### config.mk
export PLATFORM = sky130hd
export DESIGN_NAME = c2p_regport
export DESIGN_NICKNAME = d
export VERILOG_FILES = /design/src/rtl/c2p_pkg.sv /design/src/rtl/c2p_seq_ctrl.sv /design/src/rtl/c2p_chunky_buf.sv /design/src/rtl/c2p_bit_transpose.sv /design/src/rtl/c2p_regport.sv
export SDC_FILE = /design/constraint.sdc
export NUM_CORES = 1
export LEC_CHECK = 0
export ABC_AREA = 1
export BUFFER_PORTS_ARGS = -buffer_cell sky130_fd_sc_hd__buf_2
export CORE_MARGIN = 2
export CORE_UTILIZATION = 33
export DETAILED_ROUTE_END_ITERATION = 8
export RECOVER_POWER = 100
export SLEW_MARGIN = 20
export SYNTH_ARGS = -nofsm -noshare
export SYNTH_HDL_FRONTEND = slang
export SYNTH_SLANG_ARGS = --single-unit
### constraint.sdc
create_clock -name clk -period 1.8 [get_ports clk]
set_input_delay 0.27 -clock clk [delete_from_list [all_inputs] [get_ports clk]]
set_output_delay 0.27 -clock clk [all_outputs]
set_load 0.03 [all_outputs]
### src/rtl/c2p_pkg.sv
package c2p_pkg;

    localparam int PIX_W       = 8;
    localparam int WORD_W      = 32;
    localparam int PIX_PER_WRD = WORD_W / PIX_W;
    localparam int GROUP_WORDS = PIX_W;
    localparam int IDX_W       = $clog2(GROUP_WORDS);

    typedef enum logic {
        PH_LOAD  = 1'b0,
        PH_DRAIN = 1'b1
    } phase_e;

    typedef struct packed {
        logic wr;
        logic rd;
    } bus_hit_t;

    // Decode one bus cycle; a write wins over a read in the same cycle.
    function automatic bus_hit_t decode_hit(input logic sel, input logic wr, input logic rd);
        bus_hit_t h;
        h.wr = sel & wr;
        h.rd = sel & rd & ~wr;
        return h;
    endfunction

endpackage

### src/rtl/c2p_seq_ctrl.sv
module c2p_seq_ctrl
    import c2p_pkg::*;
#(
    parameter int NUM   = GROUP_WORDS,
    parameter int IW    = IDX_W
) (
    input  logic          clk,
    input  logic          rst,
    input  bus_hit_t      hit,
    output phase_e        phase,
    output logic [IW-1:0] wr_idx,
    output logic [IW-1:0] rd_idx,
    output logic [IW-1:0] slot,
    output logic          store
);
    localparam logic [IW-1:0] LAST = IW'(NUM - 1);

    always_ff @(posedge clk) begin
        if (rst) begin
            phase  <= PH_LOAD;
            wr_idx <= '0;
            rd_idx <= '0;
        end else if (hit.wr) begin
            if (phase == PH_DRAIN) begin
                phase  <= PH_LOAD;
                wr_idx <= IW'(1);
                rd_idx <= '0;
            end else if (wr_idx == LAST) begin
                phase  <= PH_DRAIN;
                wr_idx <= '0;
                rd_idx <= '0;
            end else begin
                wr_idx <= wr_idx + 1'b1;
            end
        end else if (hit.rd && phase == PH_DRAIN) begin
            if (rd_idx == LAST) begin
                phase  <= PH_LOAD;
                rd_idx <= '0;
            end else begin
                rd_idx <= rd_idx + 1'b1;
            end
        end
    end

    // A write during drain restarts the group at slot 0.
    always_comb begin
        store = hit.wr;
        slot  = (phase == PH_DRAIN) ? '0 : wr_idx;
    end


    drain_entry_chk: assert property (@(posedge clk) disable iff (rst)
        (hit.wr && phase == PH_LOAD && wr_idx == LAST) |=> (phase == PH_DRAIN && rd_idx == '0));


    drain_exit_chk: assert property (@(posedge clk) disable iff (rst)
        (hit.rd && phase == PH_DRAIN && rd_idx == LAST) |=> (phase == PH_LOAD && wr_idx == '0));


    abort_restart_chk: assert property (@(posedge clk) disable iff (rst)
        (hit.wr && phase == PH_DRAIN) |=> (phase == PH_LOAD && wr_idx == IW'(1)));


    early_read_hold_chk: assert property (@(posedge clk) disable iff (rst)
        (hit.rd && phase == PH_LOAD) |=> (phase == PH_LOAD && $stable(wr_idx)));

endmodule

### src/rtl/c2p_chunky_buf.sv
module c2p_chunky_buf
    import c2p_pkg::*;
#(
    parameter int W   = WORD_W,
    parameter int NUM = GROUP_WORDS,
    parameter int IW  = IDX_W
) (
    input  logic              clk,
    input  logic              rst,
    input  logic              store,
    input  logic [IW-1:0]     slot,
    input  logic [W-1:0]      wdata,
    output logic [NUM*W-1:0]  flat
);
    logic [W-1:0] mem [NUM];

    for (genvar i = 0; i < NUM; i++) begin : g_slot
        always_ff @(posedge clk) begin
            if (rst)
                mem[i] <= '0;
            else if (store && slot == IW'(i))
                mem[i] <= wdata;
        end
        // Word 0 sits at the top of the flat vector.
        assign flat[(NUM-i)*W-1 -: W] = mem[i];
    end

endmodule

### src/rtl/c2p_bit_transpose.sv
module c2p_bit_transpose
    import c2p_pkg::*;
#(
    parameter int W  = WORD_W,
    parameter int PW = PIX_W
) (
    input  logic [PW*W-1:0]       flat,
    output logic [PW-1:0][W-1:0]  planes
);
    localparam int TOT = PW * W;

    // Pixel n occupies flat[TOT-1-PW*n -: PW]; its bit p lands at plane p, bit W-1-n.
    for (genvar p = 0; p < PW; p++) begin : g_plane
        for (genvar n = 0; n < W; n++) begin : g_pix
            assign planes[p][W-1-n] = flat[TOT - PW*(n+1) + p];
        end
    end

endmodule

### src/rtl/c2p_regport.sv
module c2p_regport
    import c2p_pkg::*;
#(
    parameter int W  = WORD_W,
    parameter int PW = PIX_W
) (
    input  logic         clk,
    input  logic         rst,
    input  logic         sel,
    input  logic         wr_en,
    input  logic         rd_en,
    input  logic [W-1:0] wdata,
    output logic [W-1:0] rdata
);
    localparam int NUM = PW;
    localparam int IW  = $clog2(NUM);

    bus_hit_t             hit;
    phase_e               phase;
    logic [IW-1:0]        wr_idx;
    logic [IW-1:0]        rd_idx;
    logic [IW-1:0]        slot;
    logic                 store;
    logic [NUM*W-1:0]     flat;
    logic [PW-1:0][W-1:0] planes;

    assign hit = decode_hit(sel, wr_en, rd_en);

    c2p_seq_ctrl #(.NUM(NUM), .IW(IW)) u_ctrl (
        .clk(clk), .rst(rst), .hit(hit), .phase(phase),
        .wr_idx(wr_idx), .rd_idx(rd_idx), .slot(slot), .store(store)
    );

    c2p_chunky_buf #(.W(W), .NUM(NUM), .IW(IW)) u_buf (
        .clk(clk), .rst(rst), .store(store), .slot(slot),
        .wdata(wdata), .flat(flat)
    );

    c2p_bit_transpose #(.W(W), .PW(PW)) u_xpose (
        .flat(flat), .planes(planes)
    );

    always_comb begin
        rdata = '0;
        if (hit.rd && phase == PH_DRAIN)
            rdata = planes[rd_idx];
    end


    first_plane_chk: assert property (@(posedge clk) disable iff (rst)
        ($past(hit.wr) && $past(phase) == PH_LOAD && $past(wr_idx) == IW'(NUM-1) && hit.rd)
            |-> (rdata == planes[0]));


    quiet_bus_chk: assert property (@(posedge clk) disable iff (rst)
        (!sel) |-> (rdata == '0));

endmodule

Word-level counts from Yosys, hierarchy flattened

Memory sizes are Yosys's and may differ from the RTL's.
Index checks and enable logic that the tools add are counted.

Muxes and demuxes: 50
$lt $le $gt $ge: 1
Bitwise logic cells: 12
Reduce and logical (&&, ||, !) cells: 14
Add/sub/neg operators: 2
$mul: 0
Equal/unequal tests: 10
Shift operators: 0
Div/mod/pow operators: 0

Operators with widths:

| operator                                                   | count |
|---|---|
| two-way mux 32 bit                                         | 10 |
| binary-select mux 32 bit (select 3 bit)                    | 1 |
| two-way mux 1 bit                                          | 31 |
| two-way mux 3 bit                                          | 8 |
| == test 3 bit, second input constant                       | 6 |
| logical AND 1 bit                                          | 9 |
| bitwise OR 1 bit                                           | 8 |
| adder 3 x 1 -> 3 bit, second input constant                | 2 |
| == test 3 x 2 -> 1 bit, second input constant              | 2 |
| less-than comparator 3 x 4 -> 1 bit, second input constant | 1 |
| AND reduction 2 bit                                        | 2 |
| nonzero test 2 bit                                         | 2 |
| AND 1 bit                                                  | 3 |
| == test 3 x 1 -> 1 bit, second input constant              | 1 |
| logical NOT 3 bit                                          | 1 |
| inequality test 3 bit, second input constant               | 1 |
| NOT 1 bit                                                  | 1 |

Memories: 1
Flip-flop bits (word level): 7
Latch bits: 0
Memory bits (writable): 256
Memory bits (read-only): 0

Memories:

| name      | depth | bits a word | rd ports | clocked after memory_dff | write ports | line                 | source |
|---|---|---|---|---|---|---|---|
| u_buf.mem | 8     | 32          | 8        | 0                        | 8           | c2p_chunky_buf.sv:15 | `logic [W-1:0] mem [NUM];` |

Depth between registers and ports, before layout

Gate-level depths: netlist of the first run.

Depth in word-level cells: 7
Gate-level depth with buffers: 9
Gate-level depth less buffers: 9

By module

From an unflattened synthesis of the first run, not the netlist that was laid out.

Cell total of the unflattened synthesis: 1776
Area, all modules: 14894.3 sq um

Modules (own cells, without submodules):

| module            | sequential area each (sq um) | instances | cells each | area an instance (sq um) |
|---|---|---|---|---|
| c2p_chunky_buf    | 7687.4                       | 1         | 604        | 9076.2 |
| c2p_regport       | 0.0                          | 1         | 861        | 3480.8 |
| c2p_bit_transpose | 0.0                          | 1         | 256        | 1921.8 |
| c2p_seq_ctrl      | 140.1                        | 1         | 55         | 415.4 |

Worst setup path after synthesis of the first run

No wires, ideal clock.

Path type: input port to flip-flop
From: in rst
To: mem u_buf.mem[0][0] (netlist bit) (enable)
Library setup time: 0.478 ns
Buffers on the path: 2
Setup slack: -0.163 ns
Arrival: 1.485 ns
Stages: 4
Required time: 1.322 ns
Cell sequence: inv_1 > clkbuf_1 > clkbuf_1 > nand2_1

RTL lines:

| what            | line                 | source |
|---|---|---|
| start, declared | c2p_regport.sv:8     | `input logic rst,` |
| end, declared   | c2p_chunky_buf.sv:15 |  |

Worst setup path in the final report of the first run

From: reg u_ctrl.rd_idx[0]
To: out rdata[9]

Longest elaborated chain between the ends: 3

Ends and longest elaborated chain:

| what                                     | line               | source |
|---|---|---|
| start, declared                          | c2p_seq_ctrl.sv:12 | `output logic [IW-1:0] rd_idx,` |
| start signal, assigned                   | c2p_seq_ctrl.sv:40 | `rd_idx <= rd_idx + 1'b1;` |
| binary-select mux 32 bit (select 3 bit)  | c2p_regport.sv:46  | `rdata = planes[rd_idx];` |
| two-way mux 32 bit (implied by the code) | c2p_regport.sv:46  |  |
| two-way mux 32 bit                       | c2p_regport.sv:45  | `if (hit.rd && phase == PH_DRAIN)` |
| end, declared                            | c2p_regport.sv:13  | `output logic [W-1:0] rdata` |

Every way passes these cells. The select of a mux whose other input is x is not followed.

==> results of run 1 <==
synth_stat cells:
master	number
dfxtp_1	7
nand2_2	1
o21ai_0	69
buf_1	6
nand2_1	222
nor2_1	455
nor3_1	1
edfxtp_1	256
inv_1	168
a22oi_1	1
a21oi_4	1
a21oi_1	5
o21bai_1	32
o211a_1	1
clkbuf_1	20
inv_2	3
nor2_4	1
buf_6	6
ha_1	5
nand3_1	74
buf_2	45
path summary, 6_finish.rpt:
kind                    startpoint               end  slack, ns  cells after the start
setup reg to reg      u_ctrl.phase  u_buf.mem[1][56]      -0.05                      7
hold reg to reg   u_ctrl.wr_idx[1]  u_ctrl.wr_idx[1]       0.60                      2
setup / recovery  u_ctrl.rd_idx[0]          rdata[9]      -0.48                      9
hold / removal            wdata[9]   u_buf.mem[0][9]       0.25                      4
state kept, by name, indices dropped and copies added (netlist names):
name,flops
u_ctrl.rd_idx,3
u_ctrl.phase,1
u_buf.mem,256
u_ctrl.wr_idx,3
worst reg2reg max path, delay by kind of cell, from the launching register on:
family / cells / cell delay, ns
buffers and inverters: 3 / 0.62
AND/OR/NAND/NOR: 4 / 0.60
flip-flops: 1 / 0.31
stage by stage:
step | hold WS [ns] | worst slack [ns] | instance area (um^2)
2_1_floorplan | 0.3391 | -0.1633 | 12500
3_3_place_gp | 0.4625 | -0.01468 | 14050
3_5_place_dp | 0.4636 | -0.01787 | 14050
4_1_cts | 0.2343 | -0.4898 | 15260
5_1_grt | 0.2546 | -0.5712 | 15350
6_report | 0.2504 | -0.4825 | 15350
cell families (layout without fill, tap and decap cells):
family / after synthesis / in the layout / synth area share
and+or+nand+nor: 754 / 754 / 0.2347
DFF: 263 / 263 / 0.6262
buffers and inverters: 248 / 374 / 0.08257
AOI/OAI and AO/OA: 109 / 109 / 0.05155
adders and majority gates: 5 / 5 / 0.005005
routing by layer:
| metal | up-vias | track usage | routed length [um] |
|---|---|---|---|
| met4 | 0 | 0.06108 | 1191 |
| met2 | 328 | 0.3248 | 18020 |
| li1 | 4589 | - | - |
| met5 | - | 0 | 0 |
| met1 | 4665 | 0.2525 | 15790 |
| met3 | 74 | 0.02170 | 2214 |
timing repair:
item                       4_1_cts  5_1_grt
buffers inserted                 0        1
hold endpoints to repair         2        0
pin swaps                        6        7
setup endpoints to repair       32       89
hold buffers                     1        0
gates cloned                     3        1
gates resized for setup         69       42
cell type report:
type | count | area [um^2]
well taps | 511 | 639.4
inverters | 171 | 646.9
flip-flops and latches | 263 | 7836
fillers | 3694 | 22140
repair buffers | 151 | 1553
clock buffers | 39 | 793.3
multi-input cells | 868 | 3724
clock inverters | 13 | 153.9
power by group:
group | switching, mW | total (mW) | internal [mW] | leakage (nW)
registers | 0.0709 | 7.01 | 6.94 | 2.72
logic | 0.528 | 0.716 | 0.188 | 3.56
clock network | 2.42 | 5.93 | 3.51 | 0.451
==> impl_results.md, run 1 <==
- Status: finished, violations left
- Violated checks: negative setup slack
- Final ANT Viol Nets: 0
- Clk sinks: 263
- DRT iter0 DRCs: 994
- Area Overhead vs Synth: 22.76%
- Global placement routability congestion: 0.7996
- Seq cells post-synth: 263
- Final setup fails: 160
- Die X: 198.6 um
- DRC violations left: 0
- DR vias/cell: 4.790
- Final Slew Violations: 0
- Insertion delay of the later-clocked pin in the worst-skew pair: 0.55 ns
- Detailed Routing Iterations Pass 1: 5
- Synth Cell Area: 12,500 um^2
- Core Region: 37,490 um^2
- Critical Path AT: 2.01 ns
- Fin nets: 1,525
- Cell Count, Final, Fillers Out: 2,016
- Finished Core Util: 0.4094
- RSZ-0062 raised after global routing: yes
- Leakage power total: 6.729 nW
- Final period util: 1.268
- Max VDD drop: 0.0006512 V
- Slowest cell delay on critical path: 0.38 ns
- H-tree depth: 1
- Most common cell after layout, fill and taps aside: nor2_1
- Final setup TNS: -17.77 ns
- Min cycle time layout: 2.282 ns
- Mapped Cells: 1,379
- Maximum root-to-sink buffer count: 3
- Total chip power: 13.66 mW
- Cell taking the most area after synthesis: edfxtp_1
- Cells after DPL: 1,958
- Synth Warn #: 0
- Vias in the first global route: 9,198
- Unique cell type count in the Yosys netlist: 21
- PortBufs: 68
- Commonest cells after routing, fill and taps aside: nor2_1 (435), edfxtp_1 (256), nand2_1 (219), inv_1 (169), nand3_1 (74)
- Die Ht: 198.6 um
- # IOs: 69
- Total track usage: 0.1901
- Drt total wl: 37.21 mm
- TritonCTS Buffers: 28
- Actual slew at the worst max-slew pin: 0.6926 ns
- Hold Crit Class: primary input to register
- Crit. End Element: output port
- Initial antenna violation count: 0
- N_diodes: 0
- WL per Instance: 18.46 um
- Total global routing overflow: 0
- Root Buffer: clkbuf_16
- Slowest stage cell, crit path: dfxtp_4
- CP Launch Type: register
- Highest clock rate: 0.4381 GHz
- Power per Cell Area: 890.1 nW/um^2
- Syn_area_per_cell: 9.065 um^2
- Crit-path cells: buf_12 > buf_12 > clkbuf_16 > nand2_1 > nand3_1 > nand2_1 > o21bai_1 > nor2_1 > buf_4
- First-pass GRT wire length: 55.19 mm
- Worst-path clk slew: 0.06 ns
- Final hold vios: 0
- WP data required: 1.53 ns
- Row count: 71
- Seq/Total Area, Yosys: 0.6262
- CP Buf/Inv Count: 4
- Total via count in the routed design: 9,656
- CP Max Fanout: 10
- Skew final: 0.01058 ns
- Die area: 39,450 um^2
- Synth top area cells: edfxtp_1 (61%), nor2_1 (14%), nand2_1 (6.7%)
- Starting Density: 0.3335
- Largest net degree at the start of global routing: 35
- Share of cells above drive strength 1: 0.1449
- Max Cap Violations: 0
- Share of the synthesized area in the top cell type: 0.6150
- Net count of the mapped netlist: 1,421
- Relative slew slack: 0.5378
- Worst setup margin: -0.4825 ns
- HPWL after DPL: 21.62 mm
- CP top delay family: buffers and inverters
- CTS tree: yes
- Crit Path Class: register to output port
No activity file was read; power rests on OpenSTA's default activity.
==> inputs of run 2 (changes only) <==
--- a/config.mk
+++ b/config.mk
@@ -7,10 +7,9 @@
 export LEC_CHECK = 0
 export ABC_AREA = 1
 export BUFFER_PORTS_ARGS = -buffer_cell sky130_fd_sc_hd__buf_2
-export CORE_MARGIN = 2
+export CORE_MARGIN = 3
 export CORE_UTILIZATION = 33
 export DETAILED_ROUTE_END_ITERATION = 8
-export RECOVER_POWER = 100
 export SLEW_MARGIN = 20
 export SYNTH_ARGS = -nofsm -noshare
 export SYNTH_HDL_FRONTEND = slang
==> run 2 against run 1 <==
  * The flow still finishes with violations (negative setup slack)
  * Maximum frequency up 1.1%
  * Count of clock-buffer cells in the layout down 3
  * Die area up 2.0%
  * Critical endpoint is now rdata[8]
  * Highest routed layer unchanged
==> impl_results.md, run 2 (synthesis results as in run 1) <==
- Status: finished, violations left
- Violated checks: negative setup slack
- Insertion delay of the later-clocked pin in the worst-skew pair: 0.54 ns
- Power per Cell Area: 853.2 nW/um^2
- Share of cells above drive strength 1: 0.1596
- Cells after DPL: 1,932
- RSZ-0062 raised after global routing: yes
- Global placement routability congestion: 0.8090
- Final ANT Viol Nets: 0
- Cell Count, Final, Fillers Out: 1,995
- Pint: 10.22 mW
- Actual slew at the worst max-slew pin: 0.7241 ns
- Hold Path Stages: 3
- Root Buffer: clkbuf_16
- Worst setup margin: -0.4583 ns
- Initial antenna violation count: 0
- Leakage power total: 6.715 nW
- First-pass GRT wire length: 55.37 mm
- Hold_sp: wdata[0]
- CP top delay family: buffers and inverters
- R2r endpoint: u_buf.mem[0][98]
- Vias in the first global route: 9,255
- CP startpoint: u_ctrl.rd_idx[0]
- Net Switching: 2.937 mW
- CP Launch Type: register
- Max VDD drop: 0.0006839 V
- Drt total wl: 36.92 mm
- Relative slew slack: 0.5167
- Hold EP: u_buf.mem[0][0]
- DRT iter0 DRCs: 962
- Max Cap Violations: 0
- Comb pwr share: 0.056
- Maximum root-to-sink buffer count: 3
- Fin nets: 1,513
- Die X: 200.6 um
- Final setup fails: 32
- DRC violations left: 0
- TritonCTS Buffers: 28
- Total track usage: 0.1782
- Seq pwr share: 0.533
- Detailed Routing Iterations Pass 1: 5
- WL per Instance: 18.51 um
- Max reg flops: 256
- Area Overhead vs Synth: 23.34%
- Total global routing overflow: 0
- R2R setup slack: 0.17 ns
- Skew final: 0.008138 ns
- Crit. End Element: output port
- PortBufs: 68
- Min cycle time layout: 2.258 ns
- FILL cells: 3,615
- Slowest cell delay on critical path: 0.38 ns
- DR vias/cell: 4.798
- Total via count in the routed design: 9,573
- CTS tree: yes
- Commonest cells after routing, fill and taps aside: nor2_1 (422), edfxtp_1 (256), nand2_1 (210), inv_1 (168), nand3_1 (67)
- Worst-path clk slew: 0.06 ns
- Starting Density: 0.3382
- Die area: 40,250 um^2
- Clk sinks: 263
- Top reg by flops: u_buf.mem
- Critical Path AT: 1.99 ns
- CP Buf/Inv Count: 4
- Pre-CTS WS: 0.02258 ns
- Core Region: 36,960 um^2
- Slowest stage cell, crit path: dfxtp_4
- # IOs: 69
- HPWL after DPL: 21.29 mm
- Crit-path cells: buf_12 > buf_12 > buf_16 > nor2_1 > nor2_1 > o21ai_1 > nand2_1 > nor2_2 > nor2_2 > buf_6
- WP data required: 1.53 ns
- Final Slew Violations: 0
- Highest clock rate: 0.4428 GHz
- Final hold vios: 0
- Row count: 70
- Crit Path Class: register to output port
- N_diodes: 0
- CP Max Fanout: 6
- Hold Crit Class: primary input to register
- Largest net degree at the start of global routing: 39
- R2R depth: 7
- Sw frac: 0.2233
- Final period util: 1.255
- Reg-to-Reg Start: u_ctrl.phase
- Finished Core Util: 0.4172
- Largest registers: u_buf.mem x256, u_ctrl.rd_idx x3, u_ctrl.wr_idx x3
- H-tree depth: 1
- Die Ht: 200.6 um
- Clock group share of total power: 0.411
- Most common cell after layout, fill and taps aside: nor2_1
==> run 2: tightest hold or removal path, cell delays in order <==
cell	delay [ns]
buf_2	0.07
inv_1	0.17
nor2_1	0.14
==> run 2: final cells by class <==
type / count / area (um^2) / share of cell area
inverter: 171 / 649.4 / 0.04212
clock buffer: 36 / 752.0 / 0.04877
clock inverter: 14 / 95.09 / 0.006167
tap: 504 / 630.6 / 0.04090
sequential: 263 / 7834 / 0.5081
timing repair buffer: 139 / 1615 / 0.1048
multi-input combinational: 868 / 3842 / 0.2492
==> run 2: stage by stage <==
stage	hold slack, ns	area (um^2)	setup TNS (ns)	total power [mW]
after CTS	0.2222	15170	-12.98	13.21
after global routing	0.2496	15420	-16.00	13.55
final	0.2365	15420	-12.63	13.16
after global placement	0.4731	13890	0	7.837
after detailed placement	0.4812	13890	0	7.854
after floorplan	0.3391	12500	-41.68	7.489
==> run 2: power by group through the flow <==
stage               Sequential, mW  Combinational [mW]  Clock (mW)
detailed placement            7.14               0.716           0
finish                        7.01               0.737        5.40
global route                  7.04               0.807        5.71
global placement              7.13               0.706           0
CTS                           7.01               0.729        5.47
floorplan                     7.13               0.361           0
==> run 2: how the worst max path moves through the flow <==
stage                            to  slack, ns  depth (start not counted)
floorplan           u_buf.mem[0][0]      -0.16                          4
global placement          rdata[13]       0.02                         10
detailed placement        rdata[11]       0.02                         10
CTS                       rdata[24]      -0.46                          9
global route              rdata[12]      -0.58                         10
finish                     rdata[8]      -0.46                         10
==> run 2: layer usage <==
| layer | global-route usage | part of all wire | vias to the layer above |
|---|---|---|---|
| met5 | 0 | 0 | - |
| met4 | 0.05822 | 0.040 | 0 |
| met3 | 0.02335 | 0.064 | 78 |
| met2 | 0.3004 | 0.47 | 309 |
| met1 | 0.2391 | 0.42 | 4624 |
| li1 | - | - | 4562 |
==> run 2: repair_timing <==
action                     4_1_cts  5_1_grt
cloned                           5        3
gates resized for setup        108       52
hold buffers                     1        0
buffers inserted                 2        2
setup endpoints to repair       32       32
pin swaps                       36       40
hold endpoints to repair         2        0
